==> src/rtl/smb_pkg.sv <==
// Shared definitions for the indexed register slave.
// Assumes: byte-wide registers and an 8-bit index space.
package smb_pkg;

    localparam int BYTE_W = 8;

    // Protocol phase of the link engine.
    typedef enum logic [2:0] {
        LK_IDLE,   // bus free or not addressed
        LK_ADDR,   // shifting in the address byte
        LK_INDEX,  // shifting in the start index
        LK_COUNT,  // shifting in the write byte count
        LK_WDATA,  // shifting in write data
        LK_TX,     // sending count and data to the host
        LK_SKIP    // ignoring the bus until start or stop
    } link_state_t;

endpackage

==> src/rtl/smb_pin_filter.sv <==
// Two-flop synchronizer followed by a persistence filter for one bus line.
// Output follows the input only after it has disagreed for FILT cycles.
// Assumes: idle bus level is high, FILT >= 1.
module smb_pin_filter #(
    parameter int FILT = 3
) (
    input  logic clk,
    input  logic rst_n,
    input  logic pin_i,
    output logic pin_o
);
    localparam int CW = $clog2(FILT + 1);

    logic [1:0]    sync_q;
    logic [CW-1:0] run_q;

    // Bring the asynchronous pad level into the clock domain.
    always_ff @(posedge clk) begin
        if (!rst_n) sync_q <= 2'b11;
        else        sync_q <= {sync_q[0], pin_i};
    end

    // Accept a new level only after FILT consecutive disagreeing samples.
    always_ff @(posedge clk) begin
        if (!rst_n) begin
            pin_o <= 1'b1;
            run_q <= '0;
        end else if (sync_q[1] == pin_o) begin
            run_q <= '0;
        end else if (run_q == CW'(FILT - 1)) begin
            pin_o <= sync_q[1];
            run_q <= '0;
        end else begin
            run_q <= run_q + CW'(1);
        end
    end
endmodule

==> src/rtl/smb_bus_events.sv <==
// Turns filtered SCL/SDA levels into single-cycle bus events.
// Assumes: inputs are already synchronous and free of short glitches.
module smb_bus_events (
    input  logic clk,
    input  logic rst_n,
    input  logic scl_f,
    input  logic sda_f,
    output logic start_ev,
    output logic stop_ev,
    output logic scl_rise,
    output logic scl_fall
);
    logic scl_d, sda_d;

    // Remember last cycle's line levels.
    always_ff @(posedge clk) begin
        if (!rst_n) begin
            scl_d <= 1'b1;
            sda_d <= 1'b1;
        end else begin
            scl_d <= scl_f;
            sda_d <= sda_f;
        end
    end

    // SDA edges with SCL held high mark start/stop; SCL edges mark bits.
    always_comb begin
        start_ev = scl_d && scl_f && sda_d && !sda_f;
        stop_ev  = scl_d && scl_f && !sda_d && sda_f;
        scl_rise = !scl_d && scl_f;
        scl_fall = scl_d && !scl_f;
    end
endmodule

==> src/rtl/smb_cfg_regfile.sv <==
// Bank of byte registers with per-bit write masks and reset values.
// Masked-out bits keep their reset value and read back from ro_i.
// Assumes: BC_IDX < NREG and CNT_W <= 8.
module smb_cfg_regfile #(
    parameter int               NREG    = 13,
    parameter int               BC_IDX  = 12,
    parameter int               CNT_W   = 6,
    parameter logic [NREG*8-1:0] RW_MASK = '1,
    parameter logic [NREG*8-1:0] RST_VAL = '0
) (
    input  logic              clk,
    input  logic              rst_n,
    input  logic              we,
    input  logic [7:0]        waddr,
    input  logic [7:0]        wdata,
    input  logic [7:0]        rd_idx,
    input  logic [NREG*8-1:0] ro_i,
    output logic [7:0]        rd_data,
    output logic [7:0]        cnt_byte,
    output logic [NREG*8-1:0] cfg_o
);
    logic [7:0] view [NREG];

    for (genvar g = 0; g < NREG; g++) begin : g_reg
        localparam logic [7:0] MSK = RW_MASK[g*8 +: 8];
        localparam logic [7:0] RST = RST_VAL[g*8 +: 8];
        logic [7:0] q;

        // Store writable bits of a byte addressed to this register.
        always_ff @(posedge clk) begin
            if (!rst_n)                       q <= RST;
            else if (we && waddr == 8'(g))    q <= (wdata & MSK) | (q & ~MSK);
        end

        assign cfg_o[g*8 +: 8] = q;
        assign view[g]         = (q & MSK) | (ro_i[g*8 +: 8] & ~MSK);
    end

    // Select the host-visible byte; indices past the bank read as zero.
    always_comb begin
        rd_data = 8'h00;
        for (int k = 0; k < NREG; k++) begin
            if (rd_idx == 8'(k)) rd_data = view[k];
        end
    end

    // Count byte sent ahead of read data.
    assign cnt_byte = 8'(cfg_o[BC_IDX*8 +: CNT_W]);
endmodule

==> src/rtl/smb_link_fsm.sv <==
// Byte-level protocol engine: address match, index/count capture,
// counted writes with auto-increment, and count-prefixed reads.
// Assumes: events come from smb_bus_events; no clock stretching.
module smb_link_fsm
    import smb_pkg::*;
#(
    parameter logic [6:0] DEV_ADDR7 = 7'h69
) (
    input  logic       clk,
    input  logic       rst_n,
    input  logic       sda_f,
    input  logic       start_ev,
    input  logic       stop_ev,
    input  logic       scl_rise,
    input  logic       scl_fall,
    input  logic [7:0] rd_data,
    input  logic [7:0] cnt_byte,
    output logic       sda_oe,
    output logic       we,
    output logic [7:0] waddr,
    output logic [7:0] wdata,
    output logic [7:0] ptr,
    output logic       idle
);
    link_state_t state, nxt;
    logic [3:0]  bitcnt;
    logic [7:0]  shreg, txbyte, left;
    logic        in_ack, host_ack, rx_st;
    logic [2:0]  bit_sel;

    assign rx_st   = (state == LK_ADDR) || (state == LK_INDEX) ||
                     (state == LK_COUNT) || (state == LK_WDATA);
    assign bit_sel = 3'(4'd7 - bitcnt);
    assign idle    = (state == LK_IDLE);

    // Sequence bits, acknowledges and byte actions on bus events.
    always_ff @(posedge clk) begin
        if (!rst_n) begin
            state    <= LK_IDLE;
            nxt      <= LK_IDLE;
            bitcnt   <= '0;
            shreg    <= '0;
            txbyte   <= '0;
            left     <= '0;
            ptr      <= '0;
            in_ack   <= 1'b0;
            host_ack <= 1'b0;
            sda_oe   <= 1'b0;
            we       <= 1'b0;
            waddr    <= '0;
            wdata    <= '0;
        end else begin
            we <= 1'b0;
            if (stop_ev) begin
                state  <= LK_IDLE;
                sda_oe <= 1'b0;
                in_ack <= 1'b0;
                bitcnt <= '0;
            end else if (start_ev) begin
                state  <= LK_ADDR;
                sda_oe <= 1'b0;
                in_ack <= 1'b0;
                bitcnt <= '0;
            end else if (scl_rise) begin
                if (rx_st && !in_ack && bitcnt < 4'd8) begin
                    shreg  <= {shreg[6:0], sda_f};
                    bitcnt <= bitcnt + 4'd1;
                end else if (state == LK_TX && !in_ack && bitcnt < 4'd8) begin
                    bitcnt <= bitcnt + 4'd1;
                end else if (state == LK_TX && in_ack) begin
                    host_ack <= !sda_f;
                end
            end else if (scl_fall) begin
                if (rx_st && !in_ack && bitcnt == 4'd8) begin
                    unique case (state)
                        LK_ADDR: begin
                            if (shreg == {DEV_ADDR7, 1'b0}) begin
                                in_ack <= 1'b1; sda_oe <= 1'b1; nxt <= LK_INDEX;
                            end else if (shreg == {DEV_ADDR7, 1'b1}) begin
                                in_ack <= 1'b1; sda_oe <= 1'b1; nxt <= LK_TX;
                            end else begin
                                state <= LK_SKIP;
                            end
                        end
                        LK_INDEX: begin
                            ptr <= shreg; in_ack <= 1'b1; sda_oe <= 1'b1; nxt <= LK_COUNT;
                        end
                        LK_COUNT: begin
                            left <= shreg; in_ack <= 1'b1; sda_oe <= 1'b1; nxt <= LK_WDATA;
                        end
                        default: begin
                            if (left != 8'd0) begin
                                we     <= 1'b1;
                                waddr  <= ptr;
                                wdata  <= shreg;
                                ptr    <= ptr + 8'd1;
                                left   <= left - 8'd1;
                                in_ack <= 1'b1;
                                sda_oe <= 1'b1;
                                nxt    <= LK_WDATA;
                            end else begin
                                state <= LK_SKIP;
                            end
                        end
                    endcase
                end else if (rx_st && in_ack) begin
                    in_ack <= 1'b0;
                    bitcnt <= '0;
                    state  <= nxt;
                    if (nxt == LK_TX) begin
                        txbyte <= cnt_byte;
                        sda_oe <= !cnt_byte[7];
                    end else begin
                        sda_oe <= 1'b0;
                    end
                end else if (state == LK_TX && !in_ack && bitcnt != 4'd0 && bitcnt < 4'd8) begin
                    sda_oe <= !txbyte[bit_sel];
                end else if (state == LK_TX && !in_ack && bitcnt == 4'd8) begin
                    sda_oe <= 1'b0;
                    in_ack <= 1'b1;
                end else if (state == LK_TX && in_ack) begin
                    in_ack <= 1'b0;
                    if (host_ack) begin
                        txbyte <= rd_data;
                        sda_oe <= !rd_data[7];
                        ptr    <= ptr + 8'd1;
                        bitcnt <= '0;
                    end else begin
                        state  <= LK_SKIP;
                        sda_oe <= 1'b0;
                    end
                end
            end
        end
    end
endmodule

==> src/rtl/smb_regbank_slave.sv <==
// Top level: line filters, event detector, link engine and register bank.
// Assumes: clk runs at least 16x the SCL rate; SDA is open-drain with
// an external pull-up, so sda_oe=1 means drive low.
module smb_regbank_slave #(
    parameter int                NREG      = 13,
    parameter int                BC_IDX    = 12,
    parameter int                CNT_W     = 6,
    parameter int                FILT      = 3,
    parameter logic [6:0]        DEV_ADDR7 = 7'h69,
    parameter logic [NREG*8-1:0] RW_MASK   = {8'h3F, {(NREG-2){8'hFF}}, 8'h1F},
    parameter logic [NREG*8-1:0] RST_VAL   = {8'h0D, {(NREG-2){8'hFF}}, 8'h00}
) (
    input  logic              clk,
    input  logic              rst_n,
    input  logic              scl_i,
    input  logic              sda_i,
    output logic              sda_oe,
    input  logic [NREG*8-1:0] ro_i,
    output logic [NREG*8-1:0] cfg_o
);
    localparam int NLINE = 2;

    logic [NLINE-1:0] raw_lines, filt_lines;
    logic scl_filt, sda_filt;
    logic start_ev, stop_ev, scl_rise, scl_fall;
    logic reg_we, link_idle;
    logic [7:0] reg_waddr, reg_wdata, rd_idx, rd_data, cnt_byte;

    assign raw_lines = {sda_i, scl_i};

    for (genvar l = 0; l < NLINE; l++) begin : g_line
        smb_pin_filter #(.FILT(FILT)) u_filt (
            .clk   (clk),
            .rst_n (rst_n),
            .pin_i (raw_lines[l]),
            .pin_o (filt_lines[l])
        );
    end

    assign scl_filt = filt_lines[0];
    assign sda_filt = filt_lines[1];

    smb_bus_events u_events (
        .clk      (clk),
        .rst_n    (rst_n),
        .scl_f    (scl_filt),
        .sda_f    (sda_filt),
        .start_ev (start_ev),
        .stop_ev  (stop_ev),
        .scl_rise (scl_rise),
        .scl_fall (scl_fall)
    );

    smb_link_fsm #(.DEV_ADDR7(DEV_ADDR7)) u_link (
        .clk      (clk),
        .rst_n    (rst_n),
        .sda_f    (sda_filt),
        .start_ev (start_ev),
        .stop_ev  (stop_ev),
        .scl_rise (scl_rise),
        .scl_fall (scl_fall),
        .rd_data  (rd_data),
        .cnt_byte (cnt_byte),
        .sda_oe   (sda_oe),
        .we       (reg_we),
        .waddr    (reg_waddr),
        .wdata    (reg_wdata),
        .ptr      (rd_idx),
        .idle     (link_idle)
    );

    smb_cfg_regfile #(
        .NREG    (NREG),
        .BC_IDX  (BC_IDX),
        .CNT_W   (CNT_W),
        .RW_MASK (RW_MASK),
        .RST_VAL (RST_VAL)
    ) u_regs (
        .clk      (clk),
        .rst_n    (rst_n),
        .we       (reg_we),
        .waddr    (reg_waddr),
        .wdata    (reg_wdata),
        .rd_idx   (rd_idx),
        .ro_i     (ro_i),
        .rd_data  (rd_data),
        .cnt_byte (cnt_byte),
        .cfg_o    (cfg_o)
    );
endmodule

==> config.mk <==
export PLATFORM = sky130hd
export DESIGN_NAME = smb_regbank_slave
export DESIGN_NICKNAME = d
export VERILOG_FILES = /design/src/rtl/smb_pkg.sv /design/src/rtl/smb_pin_filter.sv /design/src/rtl/smb_bus_events.sv /design/src/rtl/smb_cfg_regfile.sv /design/src/rtl/smb_link_fsm.sv /design/src/rtl/smb_regbank_slave.sv
export SDC_FILE = /design/constraint.sdc
export NUM_CORES = 1
export LEC_CHECK = 0
export BUFFER_PORTS_ARGS = -buffer_cell sky130_fd_sc_hd__buf_2
export CAP_MARGIN = 10
export CELL_PAD_IN_SITES_DETAIL_PLACEMENT = 0
export CELL_PAD_IN_SITES_GLOBAL_PLACEMENT = 1
export CORE_MARGIN = 4
export CORE_UTILIZATION = 40
export CTS_BUF_LIST = sky130_fd_sc_hd__clkbuf_8
export DETAILED_ROUTE_END_ITERATION = 12
export MAX_ROUTING_LAYER = met4
export PLACE_DENSITY_LB_ADDON = 0.1
export SLEW_MARGIN = 20
export SYNTH_ARGS = -nofsm -noshare
export SYNTH_HDL_FRONTEND = slang
export SYNTH_SLANG_ARGS = --single-unit
==> constraint.sdc <==
create_clock -name clk -period 3.1 [get_ports clk]
set_input_delay 0.465 -clock clk [delete_from_list [all_inputs] [get_ports clk]]
set_output_delay 0.465 -clock clk [all_outputs]
set_load 0.01 [all_outputs]
==> results.toml <==
[sta]
finalWorstSetupSlack_ns = 0.440
setup_tns_ns = 0
max_freq_ghz = 0.376
skew_ns = 0.0177
finalSetupViolCount = 0
finalHoldViolations = 0
tightest_slew_ns = 0.917
layout_min_cycle_time_ns = 2.66
rsz0062_at_grt = "no"
max_slew_margin_pct = 38.8
maxSlewViolCount = 0
finalCritPeriodShare_pct = 85.8

[setup_path]
crit_required_ns = 3.49
cp_max_fo = 11
critPathKind = "reg2reg"
arrival_ns = 3.05
startpoint_type = "register"
end_kind = "register"

[route]
drtIter0Drc = 698
detail-route-antenna-nets = 0
drc_errors = 0
viasPerCell = 5.68
dr.pass1.iters = 7
dr_total_vias = 8161
routed_wl_um = 30100
routedWlPerCell_um = 20.9

[synth]
yosysMostFrequentCell = "nand2_1"
synthTopCellsByCount = "nand2_1 (201), dfxtp_1 (173), a21oi_1 (93)"
synth.area.mux_share_pct = 9.70
synth.area.top_cells = "dfxtp_1 (40%), mux2i_1 (8.9%), nand2_1 (8.8%), a21oi_1 (5.4%), nand3_1 (2.9%)"
ys.flop_type = "dfxtp_1"
synth-compound-area-share_pct = 19.1
synth.distinct_cells = 71
synth_seq_area_share_pct = 40.4
synth_xor_area_share_pct = 0.408
ys_warn_count = 0
synth_top_area_cell = "dfxtp_1"
synth_cells = 1064
async_flop_share_pct = 0
synth_edf_count = 0
syn_area_per_cell_um2 = 8.07
synthSimpleGateAreaFrac_pct = 23.0
syn-cell-area_um2 = 8580
ys_ff_latch = 173
yosysTopAreaCellShare_pct = 40.4
synthAdderAreaFrac_pct = 1.90
synth_top_family_by_area = "simple AND/OR/NAND/NOR gates"

[clock_network]
cts_buffers = 17
htree_levels = 4
cts_tree = "yes"
cts_resized = 0
clockBufferDepth = 2
cts_hold_buf = 0
clock_sinks = 173
insertion_delay_ns = 0.47
clkTransAtPathRegs_ns = 0.10
post-cts-setup-buffer-count = 0
root_buffer = "clkbuf_8"

[hold_path]
hold_path_class = "in2reg"

[floorplanning]
initial_core_util_pct = 40.7
die_area_um2 = 23900
die_w_um = 154
io_pins = 213
die_h_um = 154
placementRows = 53
core_um2 = 21100

[global_route]
grt_max_degree = 67
grtUsageTotal_pct = 25.8
antenna_found_initial = 0
grt_pass1_vias = 7644
grt-ovfl-total = 0
grt_pass1_wl_um = 46700

[final_layout]
finalNetCount = 1270
layout-drive-gt1-share_pct = 17.1
insertedDiodeCount = 0
areaGrowthSynthToFinish_pct = 14.3
final_area_um2 = 9810
fillCellCount = 2176
final_util_pct = 46.5

[placement]
dpl-instance-area_um2 = 9420
dp_hpwl_um = 21500
io_buffers = 108
place_congestion = 0.935
preCtsSetupSlack_ns = 0.524

[power_and_ir_drop]
power_density_nw_per_um2 = 403
vdd_drop_max_v = 0.000230
p_leak_nw = 3.67
power_mw = 3.95

[status]
outcome = "finished, final reports clean"

[flow_run]
cap_violations = 0
==> placed cells by master, fill, tap and decap left out, drive strengths merged, types with 20 or more instances in the layout <==
master,n
inv,41
nand3,50
o21ai,46
nand2,201
dfxtp,173
a21oi,93
mux2i,76
nand2b,20
nor3,20
nor2,64
buf,142
==> worst max-delay path, stage by stage, from the launching register on <==
cell       delay, ns
dfxtp_1         0.42
o21ai_0         0.39
and3_1          0.46
mux2_4          0.35
nor3_4          0.44
o2111ai_1       0.30
a31oi_1         0.24
==> cell type report <==
class	instances	area (um^2)	share of cell area (%)
Sequential cell	173	3460	35.3
Multi-Input combinational cell	781	4670	47.6
Tap cell	275	344	3.51
Clock inverter	14	134	1.37
Timing Repair Buffer	142	823	8.40
Clock buffer	18	248	2.53
Inverter	34	128	1.30
==> flip-flops by register name, summed over array words and instances (netlist names) <==
register / count
u_link.sda_oe: 1
u_link.we: 1
u_link.left: 8
u_link.bitcnt: 4
u_link.txbyte: 8
u_events.scl_d: 1
g_line.u_filt.pin_o: 2
u_link.wdata: 8
u_regs.g.q: 99
u_link.shreg: 8
u_link.waddr: 8
u_link.in_ack: 1
g_line.u_filt.run_q: 4
g_line.u_filt.sync_q: 4
u_link.ptr: 8
u_link.state: 3
u_link.nxt: 3
u_events.sda_d: 1
u_link.host_ack: 1
==> power breakdown <==
| group | switching (mW) | internal [mW] | leakage, nW |
|---|---|---|---|
| Clock | 0.913 | 0.675 | 0.201 |
| Sequential | 0.00749 | 2.23 | 1.40 |
| Combinational | 0.0863 | 0.0421 | 2.07 |
| Total | 1.01 | 2.94 | 3.67 |
==> path summary, 6_finish.rpt <==
kind,from,to,slack (ns),depth (start not counted)
worst min register to register,g_line[1].u_filt.run_q[0],g_line[1].u_filt.run_q[0],0.41,1
worst max-delay path,u_link.state[1],u_link.txbyte[4],0.44,6
worst min-delay path,scl_i,g_line[0].u_filt.sync_q[0],0.18,2
worst max register to register,u_link.state[1],u_link.txbyte[4],0.44,6
==> cells by family (layout without fill, tap and decap cells) <==
kind of cell	Yosys count	count (layout)
adders and majority gates	13	13
muxes	80	80
xor gates and xnor gates	4	4
other	1	5
AOI/OAI and AO/OA	258	258
buffers and inverters	114	208
and+or+nand+nor	421	421
DFF	173	173
==> metrics by stage <==
stage / hold slack (ns) / std cells
6_report: 0.178 / 1437
5_1_grt: 0.164 / 1437
4_1_cts: 0.167 / 1437
3_5_place_dp: 0.392 / 1405
3_3_place_gp: 0.396 / 1405
2_1_floorplan: 0.386 / 1068
==> layer usage <==
| metal | routed length, um | GRT usage, % | part of all wire [%] |
|---|---|---|---|
| met4 | 479 | 6.56 | 1.6 |
| met5 | 0 | - | 0 |
| met2 | 12700 | 35.7 | 42 |
| met3 | 2430 | 5.12 | 8.1 |
| met1 | 14500 | 38.3 | 48 |
Note: power is estimated with default switching activity, not from simulation.
